$ cat config.mk
export PLATFORM = sky130hd
export DESIGN_NAME = disp_ctl_i2c_target
export DESIGN_NICKNAME = d
export VERILOG_FILES = /design/src/rtl/dtx_i2c_pkg.sv /design/src/rtl/dtx_line_sync.sv /design/src/rtl/dtx_i2c_engine.sv /design/src/rtl/dtx_ctl_regs.sv /design/src/rtl/disp_ctl_i2c_target.sv
export SDC_FILE = /design/constraint.sdc
export NUM_CORES = 1
export LEC_CHECK = 0
export BUFFER_PORTS_ARGS = -buffer_cell sky130_fd_sc_hd__buf_2
export CAP_MARGIN = 20
export CORE_MARGIN = 2
export CORE_UTILIZATION = 65
export DETAILED_ROUTE_END_ITERATION = 7
export GPL_TIMING_DRIVEN = 0
export HOLD_SLACK_MARGIN = 0.02
export PLACE_DENSITY = 0.82
export RECOVER_POWER = 25
export SYNTH_ARGS = -nofsm -noshare
export SYNTH_HDL_FRONTEND = slang
export SYNTH_HIERARCHICAL = 1
export SYNTH_SLANG_ARGS = --single-unit
export TNS_END_PERCENT = 10
$ cat constraint.sdc
create_clock -name clk -period 6.17 [get_ports clk]
set_input_delay 0.9255 -clock clk [delete_from_list [all_inputs] [get_ports clk]]
set_output_delay 0.9255 -clock clk [all_outputs]
set_load 0.01 [all_outputs]
$ cat src/rtl/dtx_i2c_pkg.sv
package dtx_i2c_pkg;
    localparam int BYTE_W = 8;
    localparam int CNT_W  = $clog2(BYTE_W);

    localparam logic [BYTE_W-1:0] REG_SYSCTL = 8'h1A;
    localparam logic [BYTE_W-1:0] REG_IDENT  = 8'h1B;
    localparam logic [BYTE_W-1:0] REG_IRQST  = 8'h3D;

    localparam int BIT_REQ = 2;
    localparam int BIT_GNT = 1;

    localparam logic [BYTE_W-1:0] VAL_IDENT  = 8'hB0;
    localparam logic [BYTE_W-1:0] VAL_IRQST  = 8'h04;
    localparam logic [BYTE_W-1:0] VAL_GRANT  = 8'h06;

    typedef enum logic [2:0] {
        ST_IDLE, ST_ADDR, ST_AACK, ST_WBYTE, ST_WACK, ST_RBYTE, ST_RACK
    } eng_st_e;
endpackage

$ cat src/rtl/dtx_line_sync.sv
module dtx_line_sync #(
    parameter int STAGES = 2
) (
    input  logic clk,
    input  logic rst_n,
    input  logic scl_i,
    input  logic sda_i,
    output logic scl_s,
    output logic sda_s,
    output logic scl_rise,
    output logic scl_fall,
    output logic start_det,
    output logic stop_det
);
    typedef struct packed {
        logic [STAGES-1:0] scl_pipe;
        logic [STAGES-1:0] sda_pipe;
        logic              scl_p;
        logic              sda_p;
    } sync_t;

    sync_t d, q;

    always_comb begin
        d          = q;
        d.scl_pipe = {q.scl_pipe[STAGES-2:0], scl_i};
        d.sda_pipe = {q.sda_pipe[STAGES-2:0], sda_i};
        d.scl_p    = q.scl_pipe[STAGES-1];
        d.sda_p    = q.sda_pipe[STAGES-1];
    end

    always_ff @(posedge clk or negedge rst_n) begin
        if (!rst_n) q <= '1;
        else        q <= d;
    end

    assign scl_s     = q.scl_pipe[STAGES-1];
    assign sda_s     = q.sda_pipe[STAGES-1];
    assign scl_rise  = scl_s && !q.scl_p;
    assign scl_fall  = !scl_s && q.scl_p;
    assign start_det = scl_s && q.scl_p && q.sda_p && !sda_s;
    assign stop_det  = scl_s && q.scl_p && !q.sda_p && sda_s;
endmodule

$ cat src/rtl/dtx_i2c_engine.sv
module dtx_i2c_engine
    import dtx_i2c_pkg::*;
#(
    parameter logic [6:0] DEV_ADDR = 7'h39
) (
    input  logic              clk,
    input  logic              rst_n,
    input  logic              sda_s,
    input  logic              scl_rise,
    input  logic              scl_fall,
    input  logic              start_det,
    input  logic              stop_det,
    input  logic [BYTE_W-1:0] rd_data,
    output logic              ptr_arm,
    output logic              wr_stb,
    output logic              rd_stb,
    output logic [BYTE_W-1:0] wr_data,
    output logic              sda_oe
);
    localparam logic [CNT_W-1:0] LAST_BIT = CNT_W'(BYTE_W - 1);

    typedef struct packed {
        eng_st_e           st;
        logic [CNT_W-1:0]  cnt;
        logic [BYTE_W-1:0] sh;
        logic              done;
        logic              rw;
        logic              nack;
        logic              oe;
    } eng_t;

    eng_t d, q;

    always_comb begin
        d       = q;
        ptr_arm = 1'b0;
        wr_stb  = 1'b0;
        rd_stb  = 1'b0;
        if (stop_det) begin
            d.st = ST_IDLE;
            d.oe = 1'b0;
        end else if (start_det) begin
            d.st   = ST_ADDR;
            d.cnt  = '0;
            d.done = 1'b0;
            d.oe   = 1'b0;
        end else begin
            case (q.st)
                ST_ADDR, ST_WBYTE: begin
                    if (scl_rise) begin
                        d.sh   = {q.sh[BYTE_W-2:0], sda_s};
                        d.cnt  = q.cnt + 1'b1;
                        d.done = (q.cnt == LAST_BIT);
                    end else if (scl_fall && q.done) begin
                        d.done = 1'b0;
                        if (q.st == ST_ADDR) begin
                            if (q.sh[BYTE_W-1:1] == DEV_ADDR) begin
                                d.st    = ST_AACK;
                                d.oe    = 1'b1;
                                d.rw    = q.sh[0];
                                ptr_arm = !q.sh[0];
                            end else begin
                                d.st = ST_IDLE;
                            end
                        end else begin
                            d.st   = ST_WACK;
                            d.oe   = 1'b1;
                            wr_stb = 1'b1;
                        end
                    end
                end
                ST_AACK, ST_WACK: begin
                    if (scl_fall) begin
                        d.cnt = '0;
                        if (q.st == ST_AACK && q.rw) begin
                            d.st = ST_RBYTE;
                            d.sh = rd_data;
                            d.oe = !rd_data[BYTE_W-1];
                        end else begin
                            d.st = ST_WBYTE;
                            d.oe = 1'b0;
                        end
                    end
                end
                ST_RBYTE: begin
                    if (scl_fall) begin
                        if (q.cnt == LAST_BIT) begin
                            d.st   = ST_RACK;
                            d.oe   = 1'b0;
                            d.nack = 1'b0;
                            rd_stb = 1'b1;
                        end else begin
                            d.cnt = q.cnt + 1'b1;
                            d.sh  = {q.sh[BYTE_W-2:0], 1'b0};
                            d.oe  = !q.sh[BYTE_W-2];
                        end
                    end
                end
                ST_RACK: begin
                    if (scl_rise) begin
                        d.nack = sda_s;
                    end else if (scl_fall) begin
                        if (q.nack) begin
                            d.st = ST_IDLE;
                        end else begin
                            d.st  = ST_RBYTE;
                            d.sh  = rd_data;
                            d.oe  = !rd_data[BYTE_W-1];
                            d.cnt = '0;
                        end
                    end
                end
                default: ;
            endcase
        end
    end

    always_ff @(posedge clk or negedge rst_n) begin
        if (!rst_n) q <= '{st: ST_IDLE, default: '0};
        else        q <= d;
    end

    assign wr_data = q.sh;
    assign sda_oe  = q.oe;
endmodule

$ cat src/rtl/dtx_ctl_regs.sv
module dtx_ctl_regs
    import dtx_i2c_pkg::*;
(
    input  logic              clk,
    input  logic              rst_n,
    input  logic              ptr_arm,
    input  logic              wr_stb,
    input  logic              rd_stb,
    input  logic [BYTE_W-1:0] wr_data,
    output logic [BYTE_W-1:0] rd_data,
    output logic [BYTE_W-1:0] ptr_o,
    output logic              req_o,
    output logic              ddc_o
);
    typedef struct packed {
        logic [BYTE_W-1:0] ptr;
        logic              arm;
        logic              req;
        logic              ddc;
    } regs_t;

    regs_t d, q;

    always_comb begin
        d = q;
        if (ptr_arm) begin
            d.arm = 1'b1;
        end else if (wr_stb) begin
            if (q.arm) begin
                d.ptr = wr_data;
                d.arm = 1'b0;
            end else begin
                if (q.ptr == REG_SYSCTL) begin
                    if (wr_data[BIT_REQ]) begin
                        d.req = 1'b1;
                        if (wr_data[BIT_GNT]) d.ddc = 1'b1;
                    end else begin
                        d.req = 1'b0;
                        d.ddc = 1'b0;
                    end
                end
                d.ptr = q.ptr + 1'b1;
            end
        end else if (rd_stb) begin
            d.ptr = q.ptr + 1'b1;
        end
    end

    always_comb begin
        case (q.ptr)
            REG_SYSCTL: rd_data = q.req ? VAL_GRANT : '0;
            REG_IDENT:  rd_data = VAL_IDENT;
            REG_IRQST:  rd_data = VAL_IRQST;
            default:    rd_data = '0;
        endcase
    end

    always_ff @(posedge clk or negedge rst_n) begin
        if (!rst_n) q <= '0;
        else        q <= d;
    end

    assign ptr_o = q.ptr;
    assign req_o = q.req;
    assign ddc_o = q.ddc;
endmodule

$ cat src/rtl/disp_ctl_i2c_target.sv
module disp_ctl_i2c_target
    import dtx_i2c_pkg::*;
#(
    parameter logic [6:0] DEV_ADDR    = 7'h39,
    parameter int         SYNC_STAGES = 2
) (
    input  logic clk,
    input  logic rst_n,
    input  logic scl_i,
    input  logic sda_i,
    output logic sda_oe,
    output logic ddc_mode_o
);
    logic              scl_s, sda_s, scl_rise, scl_fall, start_det, stop_det;
    logic              ptr_arm, wr_stb, rd_stb, req_q;
    logic [BYTE_W-1:0] wr_data, rd_data, ptr_q;

    dtx_line_sync #(.STAGES(SYNC_STAGES)) sync_i (
        .clk(clk), .rst_n(rst_n), .scl_i(scl_i), .sda_i(sda_i),
        .scl_s(scl_s), .sda_s(sda_s), .scl_rise(scl_rise), .scl_fall(scl_fall),
        .start_det(start_det), .stop_det(stop_det)
    );

    dtx_i2c_engine #(.DEV_ADDR(DEV_ADDR)) eng_i (
        .clk(clk), .rst_n(rst_n), .sda_s(sda_s), .scl_rise(scl_rise),
        .scl_fall(scl_fall), .start_det(start_det), .stop_det(stop_det),
        .rd_data(rd_data), .ptr_arm(ptr_arm), .wr_stb(wr_stb), .rd_stb(rd_stb),
        .wr_data(wr_data), .sda_oe(sda_oe)
    );

    dtx_ctl_regs regs_i (
        .clk(clk), .rst_n(rst_n), .ptr_arm(ptr_arm), .wr_stb(wr_stb),
        .rd_stb(rd_stb), .wr_data(wr_data), .rd_data(rd_data),
        .ptr_o(ptr_q), .req_o(req_q), .ddc_o(ddc_mode_o)
    );
endmodule

==> qor.yml <==
status:
  status: "finished, violations left"
  violations: "max-capacitance violations, max-slew violations"
worst_setup_path:
  worstPathArrival_ns: 3.69
  cp_slowest_cell: "nor4_1"
  start_kind: "flip-flop"
  reg2reg_slack_ns: 2.74
  slowest_delay_ns: 0.74
  cp_max_fo: 10
  worstSetupPathType: "reg2reg"
  critical_path.endpoint_type: "flip-flop"
  worstPathRequired_ns: 6.43
  critical_path.cell_chain: "and4b_1 > nor2_1 > nand4_1 > nor4_1 > o21bai_1 > clkbuf_1 > a21oi_1 > o22ai_1"
grt:
  grt_start_max_net_pins: 36
  grt_pass1_wl_um: 8473
  grt_pass1_vias: 1730
  grt_overflow_total: 0
  antenna_found_initial: 0
  grt_use_total: 0.2683
clock_tree:
  post_cts_buffers: 0
  path_clk_slew_ns: 0.09
  cts.sinks: 35
  cts_tree: "yes"
  cts.htree.levels: 2
  holdBufCountCts: 0
  clk_path_buf_depth: 2
  cts_buffers: 5
  clock_tree.root_cell: "clkbuf_4"
  post_cts_resized: 0
  insertion_delay_ns: 0.35
timing:
  fin_setup_tns_ns: 0
  worstMarginPinSlew_ns: 1.870
  hold_viol_final: 0
  rsz0062_at_grt: "no"
  max_slew_margin: -0.2465
  drv_slew: 36
  final.setup_skew_ns: 0.01833
  clock.fmax_mhz: 291.2
  setup_viol: 0
  fin_crit_ns: 3.434
  period_share: 0.5565
layout:
  final_cell_area_sq_mm: 0.002494
  syn_to_final_growth_pct: 5.898
  diodes: 0
  final_nets: 262
  nFillCells: 269
  drive_gt1_frac: 0.2598
job:
  cap_violations: 1
floorplanning:
  die_y_um: 64.19
  row_count: 21
  die_w_um: 64.19
  initial_utilization: 0.6894
  io_pins: 6
  core_area_sq_mm: 0.003416
  die_area_sq_mm: 0.004120
routing:
  vias_per_cell: 6.143
  routedWlPerCell_um: 15.87
  ant_nets: 0
  vias: 1843
  drc: 0
  drt_wl_total_um: 4762
  dr.pass1.iters: 4
  drtIter0Drc: 228
synthesis:
  ys_warn_count: 6
  synth.avg_cell_area_sq_um: 9.853
  syn_area_sq_mm: 0.002355
  syn-instance-count: 239
place:
  port_buffers: 5
  routabilityCongestion: 0.9767
  placed_cell_area_sq_mm: 0.002445
  hpwl_um: 3447
hold_path:
  hp-class: "reg2reg"
pwr:
  vdd_ir_drop_max_mv: 0.2074
  p_per_area_mw_per_mm2: 368.8
  leakage_nw: 1.090
==> worst max-delay path: cells and delay by family (launching register included) <==
family                 cells  cell delay (ns)
AND/OR/NAND/NOR            4             1.86
flip-flops                 1             0.61
AO/OA/AOI/OAI              3             0.50
buffers and inverters      1             0.39
==> flip-flops by register name (all words and copies together) (netlist names) <==
signal	flops
eng_i/q	9
eng_i/sda_oe	1
eng_i/wr_data	8
regs_i/ddc_o	1
regs_i/ptr_o	8
regs_i/q	1
regs_i/req_o	1
sync_i/d	2
sync_i/q	2
sync_i/scl_s	1
sync_i/sda_s	1
==> layout by cell type, fill, tap and decap left out, drive strengths merged, types with 4 or more instances in the layout <==
cell	instances
o221ai	4
nand2b	6
ha	5
a21oi	17
nor3b	4
mux2	20
nand3	10
nor3	9
dfstp	6
clkbuf	13
buf	23
and4b	5
o31ai	4
nor2b	4
nand4	6
dfrtp	29
nand2	10
inv	10
o21ai	7
nor2	12
==> metal layers <==
| metal | global-route usage | vias to the layer above | wire length [um] |
|---|---|---|---|
| met1 | 0.4014 | 882 | 2340 |
| met2 | 0.3750 | 45 | 2043 |
| li1 | - | 905 | - |
| met5 | 0 | - | 0 |
| met3 | 0.04930 | 11 | 259 |
| met4 | 0.1223 | 0 | 118 |
==> power by group <==
part	leakage [nW]	total (mW)	switching (mW)	internal, mW
Sequential	0.448	0.332	0.0513	0.281
Clock	0.0293	0.121	0.0769	0.0444
Combinational	0.614	0.466	0.229	0.237
==> final timing paths <==
| kind | startpoint | endpoint | cells past startpoint |
|---|---|---|---|
| setup / recovery | sync_i/sda_s$_DFF_PN1_ | regs_i/ptr_o[3]$_DFFE_PN0P_ | 8 |
| hold / removal | sync_i/d[5]$_DFF_PN1_ | sync_i/scl_s$_DFF_PN1_ | 0 |
| setup reg to reg | sync_i/sda_s$_DFF_PN1_ | regs_i/ptr_o[3]$_DFFE_PN0P_ | 8 |
| hold reg to reg | sync_i/d[5]$_DFF_PN1_ | sync_i/scl_s$_DFF_PN1_ | 0 |
| max in group asynchronous | rst_n | regs_i/ddc_o$_DFFE_PN0P_ | 1 |
| min in group asynchronous | rst_n | regs_i/ptr_o[7]$_DFFE_PN0P_ | 1 |
==> cell type report <==
type                            instances  area (sq um)  share of cell area
Buffer                                 24         173.9             0.06974
Clock buffer                            7         45.04             0.01806
Clock inverter                          1         5.005            0.002007
Inverter                               10         37.54             0.01505
Multi-Input combinational cell        172          1267              0.5083
Sequential cell                        35         883.3              0.3542
Tap cell                               46         57.56             0.02308
Timing Repair Buffer                    5         23.77            0.009533
==> stage by stage <==
step	hold slack [ns]	setup WS (ns)	power, mW	instances	util
3_5_place_dp	0.3501	2.842	0.7979	292	0.7158
2_1_floorplan	0.3452	3.541	0.7071	241	-
3_3_place_gp	0.3464	2.897	0.7918	292	0.7158
5_1_grt	0.3740	2.373	0.9904	300	0.7300
4_1_cts	0.3651	2.846	0.9224	300	0.7304
6_report	0.3677	2.736	0.9195	300	0.7300
(Power assumes the default switching activity.)
